### src/rtl/adc_seq_pkg.sv
package adc_seq_pkg;
  localparam int RES_W = 12;
  localparam int OUT_W = 16;

  typedef enum logic [1:0] {ST_FREE, ST_START, ST_WAIT} eng_state_e;

  function automatic logic [OUT_W-1:0] f_left(logic [RES_W-1:0] v);
    return {v, 4'h0};
  endfunction

  function automatic logic [OUT_W-1:0] f_right(logic [RES_W-1:0] v);
    return {4'h0, v};
  endfunction

  // result register for conversion cnt; paired mode spreads A/B over two entries
  function automatic logic [15:0] f_res_index(logic [15:0] base, logic [15:0] cnt,
                                              logic [15:0] mask, logic paired, logic hi);
    if (paired) return base + (((cnt << 1) | {15'd0, hi}) & mask);
    return base + cnt;
  endfunction
endpackage

### src/rtl/adc_seq_trig.sv
module adc_seq_trig (
  input  logic clk,
  input  logic rst_n,
  input  logic trig_any,
  input  logic enable,
  input  logic finish,
  output logic busy
);
  always_ff @(posedge clk) begin
    if (!rst_n)                         busy <= 1'b0;
    else if (!busy && trig_any && enable) busy <= 1'b1;
    else if (finish)                    busy <= 1'b0;
  end
endmodule

### src/rtl/adc_seq_engine.sv
module adc_seq_engine
  import adc_seq_pkg::*;
#(
  parameter int SLOTS = 8,
  parameter int CH_W  = 4,
  localparam int TOT   = 2 * SLOTS,
  localparam int PTR_W = $clog2(TOT),
  localparam int LOC_W = $clog2(SLOTS)
) (
  input  logic                  clk,
  input  logic                  rst_n,
  input  logic                  cascade,
  input  logic                  paired,
  input  logic [1:0]            act,
  input  logic [PTR_W-1:0]      max1,
  input  logic [LOC_W-1:0]      max2,
  input  logic [TOT*CH_W-1:0]   slot_chan,
  input  logic                  conv_done,
  output logic                  conv_start,
  output logic                  conv_pair,
  output logic [CH_W-1:0]       conv_chan,
  output logic                  wr_en,
  output logic [PTR_W-1:0]      wr_idx_a,
  output logic [PTR_W-1:0]      wr_idx_b,
  output logic [1:0]            eos
);
  eng_state_e        state_q;
  logic              owner_q;
  logic [PTR_W-1:0]  cnt_q;

  logic [1:0]        req;
  logic              grant_fire, grant_sel;
  logic [PTR_W-1:0]  base, last, slot, span_mask;
  logic [CH_W-1:0]   ch;
  logic              done_evt, last_hit;

  assign req        = cascade ? {1'b0, act[0]} : act;
  assign grant_fire = (state_q == ST_FREE) && (|req);
  assign grant_sel  = ~req[0];

  assign base      = owner_q ? PTR_W'(SLOTS) : '0;
  assign last      = cascade ? max1 : (owner_q ? PTR_W'(max2) : PTR_W'(max1[LOC_W-1:0]));
  assign slot      = base + cnt_q;
  assign span_mask = cascade ? PTR_W'(TOT - 1) : PTR_W'(SLOTS - 1);
  assign ch        = slot_chan[slot*CH_W +: CH_W];

  assign conv_start = (state_q == ST_START);
  assign conv_pair  = paired;
  assign conv_chan  = paired ? {1'b0, ch[CH_W-2:0]} : ch;

  assign done_evt = (state_q == ST_WAIT) && conv_done;
  assign last_hit = (cnt_q == last);
  assign wr_en    = done_evt;
  assign wr_idx_a = PTR_W'(f_res_index(16'(base), 16'(cnt_q), 16'(span_mask), paired, 1'b0));
  assign wr_idx_b = PTR_W'(f_res_index(16'(base), 16'(cnt_q), 16'(span_mask), paired, 1'b1));
  assign eos      = {done_evt && last_hit && owner_q, done_evt && last_hit && !owner_q};

  always_ff @(posedge clk) begin
    if (!rst_n) begin
      state_q <= ST_FREE;
      owner_q <= 1'b0;
      cnt_q   <= '0;
    end else begin
      case (state_q)
        ST_FREE: if (grant_fire) begin
          owner_q <= grant_sel;
          cnt_q   <= '0;
          state_q <= ST_START;
        end
        ST_START: state_q <= ST_WAIT;
        ST_WAIT: if (conv_done) begin
          if (last_hit) state_q <= ST_FREE;
          else begin
            cnt_q   <= cnt_q + 1'b1;
            state_q <= ST_START;
          end
        end
        default: state_q <= ST_FREE;
      endcase
    end
  end
endmodule

### src/rtl/adc_seq_results.sv
module adc_seq_results
  import adc_seq_pkg::*;
#(
  parameter int TOT = 16,
  localparam int PTR_W = $clog2(TOT)
) (
  input  logic                 clk,
  input  logic                 rst_n,
  input  logic                 wr_en,
  input  logic                 wr_b,
  input  logic [PTR_W-1:0]     idx_a,
  input  logic [PTR_W-1:0]     idx_b,
  input  logic [RES_W-1:0]     data_a,
  input  logic [RES_W-1:0]     data_b,
  output logic [TOT*OUT_W-1:0] res_left,
  output logic [TOT*OUT_W-1:0] res_right
);
  for (genvar i = 0; i < TOT; i++) begin : g_reg
    logic [RES_W-1:0] r_q;
    always_ff @(posedge clk) begin
      if (!rst_n)                                     r_q <= '0;
      else if (wr_en && idx_a == PTR_W'(i))           r_q <= data_a;
      else if (wr_en && wr_b && idx_b == PTR_W'(i))   r_q <= data_b;
    end
    assign res_left[i*OUT_W +: OUT_W]  = f_left(r_q);
    assign res_right[i*OUT_W +: OUT_W] = f_right(r_q);
  end
endmodule

### src/rtl/adc_seq_irq.sv
module adc_seq_irq (
  input  logic clk,
  input  logic rst_n,
  input  logic eos,
  input  logic clr,
  output logic flag,
  output logic ovf
);
  always_ff @(posedge clk) begin
    if (!rst_n) begin
      flag <= 1'b0;
      ovf  <= 1'b0;
    end else begin
      flag <= eos | (flag & ~clr);
      ovf  <= clr ? 1'b0 : (ovf | (eos & flag));
    end
  end
endmodule

### src/rtl/adc_seq_ctrl.sv
module adc_seq_ctrl
  import adc_seq_pkg::*;
#(
  parameter int SLOTS = 8,
  parameter int CH_W  = 4,
  localparam int TOT   = 2 * SLOTS,
  localparam int PTR_W = $clog2(TOT),
  localparam int LOC_W = $clog2(SLOTS)
) (
  input  logic                  clk,
  input  logic                  rst_n,
  input  logic                  cascade,
  input  logic                  pair_mode,
  input  logic                  run_cont,
  input  logic [PTR_W-1:0]      cnt_max1,
  input  logic [LOC_W-1:0]      cnt_max2,
  input  logic [TOT*CH_W-1:0]   slot_chan,
  input  logic [3:0]            seq1_trig,
  input  logic [1:0]            seq2_trig,
  input  logic [1:0]            irq_clr,
  input  logic                  conv_done,
  input  logic [RES_W-1:0]      conv_data_a,
  input  logic [RES_W-1:0]      conv_data_b,
  output logic                  conv_start,
  output logic                  conv_pair,
  output logic [CH_W-1:0]       conv_chan,
  output logic [TOT*OUT_W-1:0]  res_left,
  output logic [TOT*OUT_W-1:0]  res_right,
  output logic [1:0]            eos_pulse,
  output logic [1:0]            irq_flag,
  output logic [1:0]            irq_ovf
);
  logic [1:0]       act, trig_any, trig_en, finish;
  logic             wr_en;
  logic [PTR_W-1:0] wr_idx_a, wr_idx_b;

  assign trig_any = {|seq2_trig, |seq1_trig};
  assign trig_en  = {~cascade, 1'b1};
  assign finish   = eos_pulse & {2{~run_cont}};

  for (genvar s = 0; s < 2; s++) begin : g_seq
    adc_seq_trig u_trig (
      .clk(clk), .rst_n(rst_n), .trig_any(trig_any[s]), .enable(trig_en[s]),
      .finish(finish[s]), .busy(act[s])
    );
    adc_seq_irq u_irq (
      .clk(clk), .rst_n(rst_n), .eos(eos_pulse[s]), .clr(irq_clr[s]),
      .flag(irq_flag[s]), .ovf(irq_ovf[s])
    );
  end

  adc_seq_engine #(.SLOTS(SLOTS), .CH_W(CH_W)) u_eng (
    .clk(clk), .rst_n(rst_n), .cascade(cascade), .paired(pair_mode), .act(act),
    .max1(cnt_max1), .max2(cnt_max2), .slot_chan(slot_chan), .conv_done(conv_done),
    .conv_start(conv_start), .conv_pair(conv_pair), .conv_chan(conv_chan),
    .wr_en(wr_en), .wr_idx_a(wr_idx_a), .wr_idx_b(wr_idx_b), .eos(eos_pulse)
  );

  adc_seq_results #(.TOT(TOT)) u_res (
    .clk(clk), .rst_n(rst_n), .wr_en(wr_en), .wr_b(pair_mode),
    .idx_a(wr_idx_a), .idx_b(wr_idx_b), .data_a(conv_data_a), .data_b(conv_data_b),
    .res_left(res_left), .res_right(res_right)
  );
endmodule

### config.mk
export PLATFORM = sky130hd
export DESIGN_NAME = adc_seq_ctrl
export DESIGN_NICKNAME = d
export VERILOG_FILES = /design/src/rtl/adc_seq_pkg.sv /design/src/rtl/adc_seq_trig.sv /design/src/rtl/adc_seq_engine.sv /design/src/rtl/adc_seq_results.sv /design/src/rtl/adc_seq_irq.sv /design/src/rtl/adc_seq_ctrl.sv
export SDC_FILE = /design/constraint.sdc
export NUM_CORES = 1
export LEC_CHECK = 0
export BUFFER_PORTS_ARGS = -buffer_cell sky130_fd_sc_hd__buf_2
export CORE_AREA = 8 8 241 243
export DETAILED_ROUTE_END_ITERATION = 10
export DIE_AREA = 0 0 249 251
export SYNTH_ARGS = -nofsm -noshare
export SYNTH_HDL_FRONTEND = slang
export SYNTH_SLANG_ARGS = --single-unit
### constraint.sdc
create_clock -name clk -period 1.9 [get_ports clk]
set_input_delay 0.285 -clock clk [delete_from_list [all_inputs] [get_ports clk]]
set_output_delay 0.285 -clock clk [all_outputs]
set_load 0.01 [all_outputs]
==> impl_metrics.tcl <==
set metrics [dict create \
    status "complete, but fails checks" \
    violations "negative setup slack" \
    die_h_um 251 \
    grt_overflow 0 \
    path_delay_family "simple AND/OR/NAND/NOR gates" \
    drc 0 \
    grt_util_all_layers 0.135 \
    path_clk_slew_ns 0.06 \
    rsz0062_at_grt "true" \
    cp_num_buf_inv 2 \
    setup_tns_ns -3.80 \
    ys_seq_area_frac 0.372 \
    max_freq_mhz 394 \
    syn_avg_cell_area_sq_um 9.33 \
    detail_route.vias_per_cell 4.09 \
    mostFrequentLayoutCell "buf_2" \
    slew_viol_final 0 \
    grt_pass1_wl_um 64700 \
    worst-setup-path-type "register to primary output" \
    core_sq_mm 0.0543 \
    critPathLaunch "u_eng.owner_q" \
    cp_data_required_time_ns 1.62 \
    hold_viol_final 0 \
    cts_buffer_depth 3 \
    syn_to_final_growth_pct 35.7 \
    timing.rr.start "u_eng.owner_q" \
    dr.pass1.iters 5 \
    clock_latency_ns 0.57 \
    p_total_mw 10.3 \
    gp_congestion 0.795 \
    numCtsBuffers 27 \
    fill_cells 5773 \
    period_needed_ns 2.54 \
    cp_max_fo 5 \
    async_reset_ff_frac 0 \
    syn_area_sq_mm 0.0110 \
    ant_nets 0 \
    synth_cell_types 55 \
    dieWidth_um 249 \
    tightest_slew_ns 0.507 \
    max-slew-margin-rel 0.662 \
    arrival_ns 2.25 \
    wl_met3_um 3080 \
    cts_tree "built" \
    routed_wl_um 47300 \
    drive_above_1_share 0.505 \
    die_area_sq_mm 0.0625 \
    cts_max_level 1 \
    grt_max_degree 63 \
    p_leak_nw 7.79 \
    hold_class "input port to register" \
    synth.ff_latch_count 205 \
    wl_met1_um 19300 \
    vias 9346 \
    met2WireLength_um 23800 \
    rows 86 \
    io_buffers 504 \
    synth-edff-count 0 \
    initial_core_util 0.203 \
    fin_skew_ns 0.0220 \
    hp-start "rst_n" \
    finalCritPeriodShare 1.34 \
    topRoutingLayerUsed "met4" \
    ir_worst_vdd_mv 0.547 \
    yosys_warnings 0 \
    dp_hpwl_um 36300 \
    mostFrequentLayoutCells "buf_2 (499), dfxtp_1 (201), conb_1 (128)" \
    netlist_instances 1182 \
    seq_area_sq_mm 0.00411 \
    multi_input_area_sq_mm 0.00515 \
    critPathMaxStageDelay_ns 0.34 \
    wl_per_cell_um 20.7 \
    cts.sinks 205 \
    grt_pass1_vias 9854 \
    end_kind "primary output" \
    detail_route.iter0.violations 422 \
    cp-start-kind "register" \
    setup_violations 24 \
    fin_ws_ns -0.637 \
    slowest_stage "dfxtp_2" \
    cap_viol_max_count 0 \
    powerDensity_mw_per_mm2 687 \
    antenna_found_initial 1 \
    ioPinCount 633 \
    nNetsFinal 1672 \
    ys.flop_type "dfxtp_1" \
    path_cells "nor2b_4 -> mux2i_2 -> xnor2_2 -> nor4_4 -> buf_4 -> and3_4 -> buf_6" \
    cts_root_buffer "clkbuf_16" \
]
## state kept, by name (all words and copies together), names as in the netlist
signal,flops
u_eng.cnt_q,4
g_seq.u_irq.ovf,2
u_eng.state_q,2
u_res.g.r_q,192
u_eng.owner_q,1
g_seq.u_irq.flag,2
g_seq.u_trig.busy,2
## metal layers
layer  global-route usage  vias up
li1                     -     4363
met1                0.155     4494
met2                0.242      436
met3               0.0355       53
met4               0.0434        0
met5                    0        -
## cells by family after synthesis
| logic type | Yosys count | share of synthesized area |
|---|---|---|
| other | 1 | 0.000340 |
| buffers and inverters | 408 | 0.259 |
| multiplexers | 101 | 0.113 |
| XOR/XNOR | 5 | 0.00397 |
| adder cells (fa/ha/maj) | 1 | 0.00113 |
| AO/OA/AOI/OAI | 173 | 0.118 |
| AND/OR/NAND/NOR | 288 | 0.132 |
| flip-flops | 205 | 0.372 |
## through the flow
stage	instances	hold slack (ns)	util	setup WS [ns]	area [sq um]
2_1_floorplan	1309	0.361	-	-0.0660	11500
3_3_place_gp	2208	0.458	0.240	-0.303	13000
3_5_place_dp	2208	0.472	0.240	-0.400	13000
4_1_cts	2269	0.0194	0.263	-0.673	14300
5_1_grt	2285	0.0604	0.275	-0.746	15000
6_report	2286	0.0616	0.275	-0.637	15000
## path summary, 6_finish.rpt
kind                       endpoint  slack (ns)  cells after the start
max reg2reg    g_seq[1].u_trig.busy       -0.15                      8
min reg2reg  u_res.g_reg[10].r_q[8]        0.47                      2
min           u_res.g_reg[7].r_q[3]        0.06                      3
max                    eos_pulse[0]       -0.64                      7
## timing repair
item                       4_1_cts  5_1_grt
setup endpoints to repair      196      178
pin swaps                        9       24
buffers inserted                10        9
resized for setup               68      118
hold endpoints to repair         5        0
hold buffers                     3        0
gates cloned                     0       11
## cell usage after synthesis, drive strengths merged, types with 3 or more instances
library cell  count  area share
nor3              9      0.0041
clkbuf           30       0.010
mux2              5      0.0051
nor2             17      0.0060
xnor2             4      0.0032
mux2i            78       0.071
o41ai             9      0.0071
o21ai            65       0.030
a21oi             6      0.0027
inv               5      0.0017
nor2b            61       0.036
or2               6      0.0034
dfxtp           205        0.37
o2bb2ai          12      0.0095
nand3            78       0.036
and2              3      0.0017
o211a            60       0.054
nand2b            3      0.0017
mux4             18       0.037
buf             373        0.25
nand2            95       0.032
o31ai             6      0.0041
## layout make-up
type / instances / area share
clock inverter: 14 / 0.00878
multi-input combinational: 698 / 0.344
antenna: 1 / 0.000167
clock buffer: 34 / 0.0489
inverter: 5 / 0.00150
tap: 704 / 0.0589
sequential: 205 / 0.275
timing repair buffer: 625 / 0.263
## where the power goes
group	switching [mW]	total (mW)	internal [mW]
Combinational	0.608	0.997	0.389
Sequential	0.0173	4.33	4.32
Clock	2.07	4.95	2.88
## worst register-to-register path: stages, from the launching register on
cell,delay (ns)
dfxtp_2,0.34
nor2b_4,0.21
mux2i_2,0.29
xnor2_2,0.14
nor4_4,0.22
buf_4,0.20
nand3_4,0.09
buf_6,0.13
o311a_1,0.32
Power figures use the tool's default switching activity.
